[config.mk]
export PLATFORM = sky130hd
export DESIGN_NAME = dgrp_top
export DESIGN_NICKNAME = d
export VERILOG_FILES = /design/src/rtl/dgrp_pkg.sv /design/src/rtl/dgrp_ctrl.sv /design/src/rtl/dgrp_data.sv /design/src/rtl/dgrp_top.sv
export SDC_FILE = /design/constraint.sdc
export NUM_CORES = 1
export LEC_CHECK = 0
export BUFFER_PORTS_ARGS = -buffer_cell sky130_fd_sc_hd__buf_2
export CORE_AREA = 2 2 216 218
export CTS_CLUSTER_SIZE = 16
export DETAILED_ROUTE_END_ITERATION = 7
export DIE_AREA = 0 0 218 220
export HOLD_SLACK_MARGIN = 0.02
export PLACE_DENSITY_LB_ADDON = 0.1
export SLEW_MARGIN = 5
export SYNTH_ARGS = -nofsm -noshare
export SYNTH_HDL_FRONTEND = slang
export SYNTH_SLANG_ARGS = --single-unit
[constraint.sdc]
create_clock -name clk -period 4.25 [get_ports clk]
set_clock_uncertainty 0.2 [all_clocks]
set_input_delay 0.85 -clock clk [delete_from_list [all_inputs] [get_ports clk]]
set_output_delay 0.85 -clock clk [all_outputs]
set_load 0.1 [all_outputs]
[src/rtl/dgrp_pkg.sv]
package dgrp_pkg;

  localparam int SLOTS     = 5;
  localparam int BODY      = 4;
  localparam int MAX_OPS   = 3;
  localparam int SLOT_IDX_W = 3;

  // control -> datapath strobes, one set per cycle
  typedef struct packed {
    logic       flush;
    logic       take;      // instruction accepted
    logic       appendBr;  // accepted instruction ends in a branch
    logic       closeNow;  // group moves to the issue register
    logic       issue;     // held group enters the table
    logic [2:0] base;      // first free body slot
    logic [2:0] nbCnt;     // non-branch ops in the instruction
  } dgStrobe_t;

endpackage

[src/rtl/dgrp_ctrl.sv]
module dgrp_ctrl
  import dgrp_pkg::*;
#(
  parameter int DEPTH = 20,
  parameter int TAG_W = $clog2(DEPTH)
) (
  input  logic             clk,
  input  logic             rstN,
  input  logic             flush,
  input  logic             inValid,
  input  logic [1:0]       inCount,
  input  logic [2:0]       inBr,
  output logic             inReady,
  input  logic             headDone,
  output dgStrobe_t        strb,
  output logic [TAG_W-1:0] tailIdx,
  output logic [TAG_W-1:0] headIdx,
  output logic             grpValid,
  output logic             retValid
);

  localparam int CNT_W = $clog2(DEPTH + 1);
  localparam logic [TAG_W-1:0] LAST_TAG = TAG_W'(DEPTH - 1);
  localparam logic [CNT_W-1:0] FULL     = CNT_W'(DEPTH);

  logic [2:0]       partCnt;
  logic             holdValid;
  logic [CNT_W-1:0] count;

  logic       hasBr, fits, holdFree, issue, retire;
  logic       take, forceClose, idleClose, closeNow;
  logic [2:0] opCnt, nbCnt;

  always_comb begin
    case (inCount)
      2'd3:    hasBr = inBr[2];
      2'd2:    hasBr = inBr[1];
      default: hasBr = inBr[0];
    endcase
    opCnt = (inCount == 2'd3) ? 3'd3 : 3'd2;
    nbCnt = opCnt - {2'b00, hasBr};
  end

  assign fits       = ({1'b0, partCnt} + {1'b0, nbCnt}) <= 4'(BODY);
  assign issue      = holdValid && (count < FULL) && !flush;
  assign holdFree   = !holdValid || issue;
  assign inReady    = !flush && holdFree && fits;
  assign take       = inValid && inReady;
  assign forceClose = inValid && !fits && holdFree && !flush && (partCnt != 3'd0);
  assign idleClose  = !inValid && (partCnt != 3'd0) && holdFree && !flush;
  assign closeNow   = (take && hasBr) || forceClose || idleClose;
  assign retire     = (count != '0) && headDone && !flush;

  assign grpValid = issue;
  assign retValid = retire;

  always_comb begin
    strb          = '0;
    strb.flush    = flush;
    strb.take     = take;
    strb.appendBr = take && hasBr;
    strb.closeNow = closeNow;
    strb.issue    = issue;
    strb.base     = partCnt;
    strb.nbCnt    = nbCnt;
  end

  always_ff @(posedge clk or negedge rstN) begin
    if (!rstN) begin
      partCnt   <= '0;
      holdValid <= 1'b0;
      count     <= '0;
      tailIdx   <= '0;
      headIdx   <= '0;
    end else if (flush) begin
      partCnt   <= '0;
      holdValid <= 1'b0;
      count     <= '0;
      tailIdx   <= '0;
      headIdx   <= '0;
    end else begin
      if (closeNow)  partCnt <= '0;
      else if (take) partCnt <= partCnt + nbCnt;

      if (closeNow)   holdValid <= 1'b1;
      else if (issue) holdValid <= 1'b0;

      if (issue) tailIdx <= (tailIdx == LAST_TAG) ? '0 : tailIdx + 1'b1;
      if (retire) headIdx <= (headIdx == LAST_TAG) ? '0 : headIdx + 1'b1;

      case ({issue, retire})
        2'b10:   count <= count + 1'b1;
        2'b01:   count <= count - 1'b1;
        default: count <= count;
      endcase
    end
  end

  // a full table with a waiting group blocks the input
  p_full_stall_r7: assert property (@(posedge clk) disable iff (!rstN)
    (holdValid && count == FULL && !flush) |-> !inReady);

  // an instruction that does not fit forces the pending group out
  p_split_close_r3: assert property (@(posedge clk) disable iff (!rstN)
    (inValid && !fits && holdFree && !flush) |=> (partCnt == 3'd0 && holdValid));

  // an idle cycle closes a pending partial group
  p_idle_close_r5: assert property (@(posedge clk) disable iff (!rstN)
    (!inValid && partCnt != 3'd0 && !holdValid && !flush) |=> (holdValid && partCnt == 3'd0));

  // tag allocation wraps after the last entry
  p_tag_wrap_r6: assert property (@(posedge clk) disable iff (!rstN)
    (issue && tailIdx == LAST_TAG) |=> tailIdx == '0);

  // retirement needs an occupied table
  p_retire_occupied_r9: assert property (@(posedge clk) disable iff (!rstN)
    retValid |-> count != '0);

  // flush empties everything
  p_flush_clear_r10: assert property (@(posedge clk) disable iff (!rstN)
    flush |=> (count == '0 && !holdValid && partCnt == 3'd0 && tailIdx == '0));

endmodule

[src/rtl/dgrp_data.sv]
module dgrp_data
  import dgrp_pkg::*;
#(
  parameter int DEPTH = 20,
  parameter int TAG_W = $clog2(DEPTH),
  parameter int OP_W  = 16
) (
  input  logic                    clk,
  input  logic                    rstN,
  input  dgStrobe_t               strb,
  input  logic [TAG_W-1:0]        tailIdx,
  input  logic [TAG_W-1:0]        headIdx,
  input  logic [MAX_OPS*OP_W-1:0] inOps,
  input  logic                    doneValid,
  input  logic [TAG_W-1:0]        doneTag,
  input  logic [SLOT_IDX_W-1:0]   doneSlot,
  output logic                    headDone,
  output logic [SLOTS*OP_W-1:0]   grpOps,
  output logic [SLOTS-1:0]        grpLive
);

  localparam logic [TAG_W-1:0] LAST_TAG = TAG_W'(DEPTH - 1);

  logic [OP_W-1:0]  partOps [BODY];
  logic [BODY-1:0]  partLive;
  logic [OP_W-1:0]  mOps    [BODY];
  logic [BODY-1:0]  mLive;
  logic [OP_W-1:0]  brOp;
  logic [OP_W-1:0]  holdOps [SLOTS];
  logic [SLOTS-1:0] holdLive;
  logic [SLOTS-1:0] doneMask [DEPTH];

  // merge the incoming non-branch ops into the free body slots
  always_comb begin
    logic [3:0] idx;
    for (int k = 0; k < BODY; k++) begin
      mOps[k]  = partOps[k];
      mLive[k] = partLive[k];
    end
    for (int j = 0; j < MAX_OPS; j++) begin
      idx = 4'(strb.base) + 4'(j);
      if (strb.take && (3'(j) < strb.nbCnt) && (idx < 4'(BODY))) begin
        mOps[idx[1:0]]  = inOps[j*OP_W +: OP_W];
        mLive[idx[1:0]] = 1'b1;
      end
    end
    case (strb.nbCnt)
      3'd0:    brOp = inOps[0 +: OP_W];
      3'd1:    brOp = inOps[OP_W +: OP_W];
      default: brOp = inOps[2*OP_W +: OP_W];
    endcase
  end

  always_ff @(posedge clk or negedge rstN) begin
    if (!rstN) begin
      partLive <= '0;
      holdLive <= '0;
      for (int k = 0; k < BODY; k++) partOps[k] <= '0;
      for (int k = 0; k < SLOTS; k++) holdOps[k] <= '0;
    end else if (strb.flush) begin
      partLive <= '0;
      holdLive <= '0;
      for (int k = 0; k < BODY; k++) partOps[k] <= '0;
    end else begin
      if (strb.closeNow) begin
        for (int k = 0; k < BODY; k++) begin
          holdOps[k]  <= mOps[k];
          holdLive[k] <= mLive[k];
          partOps[k]  <= '0;
        end
        holdOps[SLOTS-1]  <= strb.appendBr ? brOp : '0;
        holdLive[SLOTS-1] <= strb.appendBr;
        partLive          <= '0;
      end else if (strb.take) begin
        for (int k = 0; k < BODY; k++) partOps[k] <= mOps[k];
        partLive <= mLive;
      end
    end
  end

  // completion table: one done bit per slot per entry
  always_ff @(posedge clk or negedge rstN) begin
    if (!rstN) begin
      for (int e = 0; e < DEPTH; e++) doneMask[e] <= '0;
    end else if (strb.flush) begin
      for (int e = 0; e < DEPTH; e++) doneMask[e] <= '0;
    end else begin
      if (doneValid && doneTag <= LAST_TAG && doneSlot < SLOT_IDX_W'(SLOTS))
        doneMask[doneTag][doneSlot] <= 1'b1;
      if (strb.issue)
        doneMask[tailIdx] <= ~holdLive;
    end
  end

  assign headDone = &doneMask[headIdx];

  generate
    for (genvar g = 0; g < SLOTS; g++) begin : g_out
      assign grpOps[g*OP_W +: OP_W] = holdOps[g];
    end
  endgenerate
  assign grpLive = holdLive;

  // a close without a branch leaves slot 4 empty
  p_slot4_branch_r2: assert property (@(posedge clk) disable iff (!rstN)
    (strb.closeNow && !strb.appendBr && !strb.flush) |=> !holdLive[SLOTS-1]);

  // padding slots are marked done when the entry is written
  p_noop_done_r8: assert property (@(posedge clk) disable iff (!rstN)
    (strb.issue && !(doneValid && doneTag == tailIdx)) |=>
      (&(doneMask[$past(tailIdx)] | $past(holdLive))));

endmodule

[src/rtl/dgrp_top.sv]
module dgrp_top
  import dgrp_pkg::*;
#(
  parameter int DEPTH = 20,
  parameter int TAG_W = $clog2(DEPTH),
  parameter int OP_W  = 16
) (
  input  logic                    clk,
  input  logic                    rstN,
  input  logic                    flush,
  input  logic                    inValid,
  output logic                    inReady,
  input  logic [1:0]              inCount,
  input  logic [3*OP_W-1:0]       inOps,
  input  logic [2:0]              inBr,
  output logic                    grpValid,
  output logic [TAG_W-1:0]        grpTag,
  output logic [5*OP_W-1:0]       grpOps,
  output logic [4:0]              grpLive,
  input  logic                    doneValid,
  input  logic [TAG_W-1:0]        doneTag,
  input  logic [2:0]              doneSlot,
  output logic                    retValid,
  output logic [TAG_W-1:0]        retTag
);

  dgStrobe_t        strb;
  logic [TAG_W-1:0] tailIdx, headIdx;
  logic             headDone;

  dgrp_ctrl #(.DEPTH(DEPTH), .TAG_W(TAG_W)) i_ctrl (
    .clk(clk), .rstN(rstN), .flush(flush),
    .inValid(inValid), .inCount(inCount), .inBr(inBr), .inReady(inReady),
    .headDone(headDone), .strb(strb), .tailIdx(tailIdx), .headIdx(headIdx),
    .grpValid(grpValid), .retValid(retValid)
  );

  dgrp_data #(.DEPTH(DEPTH), .TAG_W(TAG_W), .OP_W(OP_W)) i_data (
    .clk(clk), .rstN(rstN), .strb(strb), .tailIdx(tailIdx), .headIdx(headIdx),
    .inOps(inOps), .doneValid(doneValid), .doneTag(doneTag), .doneSlot(doneSlot),
    .headDone(headDone), .grpOps(grpOps), .grpLive(grpLive)
  );

  assign grpTag = tailIdx;
  assign retTag = headIdx;

endmodule

# ---- Word level (Yosys, flattened, before mapping)
# Cells that the tools add are included.
dict set report word_totals {
  in_bits 66
  register_bits 272
  wordCells 204
}
dict set report op_classes {
  n_bitwise 12
  n_mux 61
  addsub 9
  n_eq_ne 7
  reduce_logical 50
  magnitude_cmp 29
}
# operator count
set ops {}
lappend ops {{two-way mux 100 bit} 4}
lappend ops {{two-way mux 64 bit} 6}
lappend ops {{bitwise mux 64 bit} 3}
lappend ops {{bitwise mux 100 bit} 1}
lappend ops {{OR 100 bit} 1}
lappend ops {{demux 16 bit (select 2 bit)} 3}
lappend ops {{two-way mux 5 bit} 13}
lappend ops {{two-way mux 16 bit} 4}
lappend ops {{demux 5 bit (select 5 bit)} 2}
lappend ops {{logical AND 1 bit} 32}
lappend ops {{one-hot mux 16 bit (2 select lines)} 1}
lappend ops {{binary-select mux 5 bit (select 5 bit)} 1}
lappend ops {{two-way mux 4 bit} 6}
lappend ops {{>= comparator 6 bit (second input constant)} 3}
lappend ops {{NOT 5 -> 6 bit} 3}
lappend ops {{adder 5 x 1 -> 5 bit (second input constant)} 3}
lappend ops {{less-than comparator 6 x 1 -> 1 bit (second input constant)} 2}
lappend ops {{OR 4 bit} 3}
lappend ops {{nonzero test 3 bit} 4}
lappend ops {{== test 5 bit (second input constant)} 2}
lappend ops {{one-hot mux 5 bit (2 select lines)} 1}
lappend ops {{>= comparator 3 bit (second input constant)} 3}
lappend ops {{less-than comparator 2 x 3 -> 1 bit (second input constant)} 3}
lappend ops {{less-than comparator 3 x 1 -> 1 bit (second input constant)} 3}
lappend ops {{34 further kinds} 61}

# ---- Logic depth before layout (Yosys ltp)
dict set report logic_depth {
  word_depth 17
  ltp_mapped 19
  depth_no_buf 16
}

# ---- Cells and area by module
# Synthesis repeated with hierarchy kept, for this count alone.
dict set report unflattened {
  hier_cells 1480
  area_unflattened_um2 13870.8
}
# module cells_per_inst n_inst seq_area_each_um2 area_per_inst_um2
set by_module_without_submodules {}
lappend by_module_without_submodules {dgrp_data 1332 1 6331.1 12493.2}
lappend by_module_without_submodules {dgrp_ctrl 148 1 475.5 1377.6}

# ---- Least setup slack after synthesis
# No wires, ideal clock.
dict set report synth_timing {
  path_kind {input to output}
  start {input inCount[0]}
  end {output inReady}
  arrival_ns 3.932
  t_required_ns 3.200
  cell_stages 10
  path_slack_ns -0.732
  n_path_buf 0
  path_cell_list {mux2i_1 > a21oi_1 > ha_1 > inv_1 > ha_1 > fa_1 > nor2_1 > o21ai_0 > a21o_1 > nor2_1}
}
dict set report synth_between {
  elab_chain_cells 6
  elab_cells_between_ends 8
}
# item line_no
set synth_lines {}
lappend synth_lines {{start, declared} dgrp_top.sv:13} ;# input logic [1:0] inCount,
lappend synth_lines {{== test 2 bit (on tied branches)} {dgrp_ctrl.sv:35, dgrp_ctrl.sv:40}}
lappend synth_lines {{one-hot mux 1 bit (2 select lines) or two-way mux 1 bit (tied branches)} {dgrp_ctrl.sv:35, dgrp_ctrl.sv:40}}
lappend synth_lines {{subtractor 3 x 1 -> 3 bit (*)} dgrp_ctrl.sv:41} ;# nbCnt = opCnt - {2'b00, hasBr};
lappend synth_lines {{adder 3 x 3 -> 4 bit (*)} dgrp_ctrl.sv:44} ;# assign fits = ({1'b0, partCnt} + {1'b0, nbCnt}) <= 4'(BODY);
lappend synth_lines {{<= comparator 4 x 3 -> 1 bit (*)} dgrp_ctrl.sv:44}
lappend synth_lines {{logical AND 1 bit (*)} dgrp_ctrl.sv:47} ;# assign inReady = !flush && holdFree && fits;
lappend synth_lines {{end, declared} dgrp_top.sv:12} ;# output logic inReady,
# Every way passes the cells marked *; elsewhere a longest branch is shown, timed or not.

# ---- Final worst setup path
dict set report layout_timing {
  start {register i_ctrl.headIdx[0]}
  end {output retValid}
}
dict set report layout_between {
  elab_chain_cells 7
}
# item line_no
set layout_lines {}
lappend layout_lines {{start, declared} dgrp_ctrl.sv:17} ;# output logic [TAG_W-1:0] headIdx,
lappend layout_lines {{start signal, assigned} dgrp_ctrl.sv:89} ;# if (retire) headIdx <= (headIdx == LAST_TAG) ? '0 : headIdx + 1'b1;
lappend layout_lines {{NOT 5 -> 6 bit (not written as such)} dgrp_data.sv:95} ;# assign headDone = &doneMask[headIdx];
lappend layout_lines {{binary-select mux 5 bit (select 5 bit)} dgrp_data.sv:95}
lappend layout_lines {{two-way mux 5 bit (not written as such) (2 in series)} dgrp_data.sv:95}
lappend layout_lines {{AND reduction 5 bit} dgrp_data.sv:95}
lappend layout_lines {{logical AND 1 bit (2 in series)} dgrp_ctrl.sv:52} ;# assign retire = (count != '0) && headDone && !flush;
lappend layout_lines {{end, declared} dgrp_top.sv:23} ;# output logic retValid,
# No other way between the ends. The select of a mux whose other input is x is not followed.

==> reports/results.tsv <==
stage	metric	value	unit
layout	fin area	16800	sq um
clock_network	Clock Pin Slew Worst Setup and Hold Paths	60	ps
setup_path	worst setup path start	i_ctrl.headIdx[0]	
floorplanning	Die X	218	um
clock_network	Clk Latency, worst-skew pair	550	ps
layout	area of the multi-input gates	6230	sq um
layout	# nets final	1577	
layout	Register Area	6810	sq um
grt	vias in the first global route	11400	
synth	ys async rst share	1.00	
hold_path	Min-Delay Path Class	in -> async	
synth	post-synth top area cell	dfrtp_1	
routing	Routed WL	46.4	mm
routing	drt drc	0	
sta	endpoints failing setup	0	
setup_path	launching point of the worst reg2reg path	i_ctrl.headIdx[0]	
floorplanning	chip height	220	um
pwr	Tot Pwr	9.28	mW
setup_path	crit start category	register	
synth	register area share after synthesis	0.504	
layout	final cell count without fillers	2128	
placed_design	I/O Buffers	163	
routing	DR WL/cell	21.8	um
grt	grt ovf	0	
sta	Final Max Tran Viols	0	
setup_path	Worst EP arrival	3060	ps
clock_network	CTS tree	built	
floorplanning	I/O pins	164	
routing	first-pass iteration count of the detailed router	7	
floorplanning	core area	45900	sq um
synth	Yosys Warn Count	0	
setup_path	Worst Setup Path Type	reg -> out	
layout	area delta synth->final	24.1	%
placed_design	detailed placement HPWL	30.6	mm
sta	WHS	131	ps
clock_network	Num CTS Buffers	35	
sta	Tmin final	4110	ps
placed_design	gpl congestion	0.784	
floorplanning	standard-cell rows	79	
synth	count of flip-flops with a built-in enable after synthesis	0	
synth	area share of the largest cell type after synthesis	0.504	
placed_design	Area after DPL	15500	sq um
clock_network	H-tree depth	2	
grt	GRT Resource Usage Total	0.194	
setup_path	Worst Path Max Fanout	10	
routing	vias per inst	5.34	
routing	DR iter-0 viols	788	
outcome	status	complete, no violations	
clock_network	Clock Path Buffers	3	
sta	RSZ-0062 raised after global routing	no	
grt	largest net degree at the start of global routing	89	
grt	first-pass GRT wire length	71.7	mm
sta	worst slew pin tran	1080	ps
synth	syn_area_per_cell	10.3	sq um
sta	final hold violations	0	
synth	synthesized area	13500	sq um
layout	fill count	4661	
synth	Seq cells post-synth	272	
synth	post-synth cell types	71	
sta	max_slew headroom	0.278	
pwr	P_leak	7.38	nW
synth	cell count after synthesis	1315	
clock_network	cts hold-fix bufs	0	
routing	Vias	11400	
synth	Synthesized Nets	1396	
placed_design	placed insts	2059	
sta	setup_tns	0	ps
routing	post-route ant nets	0	
floorplanning	initial core utilization	0.295	
job	max-cap violation count	0	
setup_path	Worst Setup End Kind	primary output	
pwr	Pwr Density	553	nW/um^2
floorplanning	Die ar.	48000	sq um
setup_path	Critical Path RT	3200	ps
clock_network	clk sinks	272	
grt	antenna violations before repair	0	
sta	Max Fclk	243	MHz
clock_network	root buffer cell	clkbuf_16	
synth	ys flop type	dfrtp_1	
pwr	maximum VDD drop	0.498	mV
layout	commonest cells after routing, fill and taps aside	dfrtp_1 (270), a211oi_1 (180), buf_2 (159), nor2_1 (117), nand2_1 (98)	
layout	layout cell share with drive strength beyond 1	0.242	
sta	Final period util	0.967	
layout	commonest non-fill, non-tap cell in the layout	dfrtp_1	
synth	top post-synthesis cells by area	dfrtp_1 (50%), a211oi_1 (10%), mux2i_1 (5.0%)	
layout	n_diodes	0	
[registers in the layout (all words and copies together), names as in the netlist]
| register | flops |
|---|---|
| i_data.doneMask | 100 |
| i_data.grpOps | 80 |
| i_data.partOps | 64 |
| i_ctrl.count | 5 |
| i_ctrl.headIdx | 5 |
| i_ctrl.tailIdx | 5 |
| i_data.grpLive | 5 |
| i_data.partLive | 4 |
| i_ctrl.partCnt | 3 |
| i_ctrl.holdValid | 1 |
[path summary, 6_finish.rpt]
| kind | endpoint | slack (ps) | cells past startpoint |
|---|---|---|---|
| max | retValid | 140 | 8 |
| min | i_data.doneMask[12] | 130 | 1 |
| max reg2reg | i_ctrl.count[4] | 400 | 16 |
| min reg2reg | i_data.grpOps[26] | 280 | 2 |
| max in group asynchronous | i_data.grpOps[55] | 2770 | 2 |
| min in group clk | i_data.grpOps[26] | 280 | 2 |
[cell type report]
class / count / area share
Sequential cell: 272 / 0.406
Multi-Input combinational cell: 929 / 0.372
Timing Repair Buffer: 244 / 0.101
Clock buffer: 55 / 0.0651
Tap cell: 607 / 0.0453
Clock inverter: 7 / 0.00791
Inverter: 14 / 0.00313
[worst max-delay path, stage by stage, from the launching register on]
cell	delay (ps)
dfrtp_2	530
mux4_1	590
o31a_1	150
a22o_4	240
a211oi_4	330
or2_1	180
buf_4	200
nor2_4	30
clkbuf_4	270
[layer usage]
| metal | part of all wire | GRT usage | routed length, um |
|---|---|---|---|
| met1 | 0.47 | 0.272 | 21800 |
| met2 | 0.47 | 0.314 | 21700 |
| met3 | 0.046 | 0.0297 | 2110 |
| met4 | 0.017 | 0.0492 | 794 |
| met5 | 0 | 0 | 0 |
[synth_stat cells (19+ instances only)]
cell	instances
a21oi_1	94
nor2_1	121
mux2i_1	68
dfrtp_1	272
o22ai_1	32
o21ai_0	67
a22o_1	66
clkbuf_1	70
nand2_1	98
nand4_1	19
nor3_1	35
mux2_2	34
a211oi_1	180
[per-stage QoR]
stage	utilization	setup WS [ps]
CTS	0.365	11.9
floorplan	-	-3.19
global route	0.366	19.7
detailed placement	0.337	-256
finish	0.366	140
global placement	0.337	-203
[cells by family (layout without fill, tap and decap cells)]
logic type	Yosys count	in the layout	synth area share
fa+ha+maj	15	15	0.0150
xor+xnor	4	4	0.00389
mux	105	105	0.0834
compound gates	464	464	0.235
flops	272	272	0.504
buf+inv	114	320	0.0405
simple gates	341	341	0.119
[where the power goes]
part | switching [mW] | leakage [nW] | internal [mW]
clock | 1.21 | 0.603 | 1.95
sequential | 0.188 | 3.75 | 2.85
combinational | 2.46 | 3.02 | 0.628
[timing repair]
action	in CTS	in global routing
pin swaps	1	4
cloned	0	0
setup buffers	1	6
setup endpoints to repair	2	2
gates resized for setup	4	3
No activity file was read; power rests on OpenSTA's default activity.
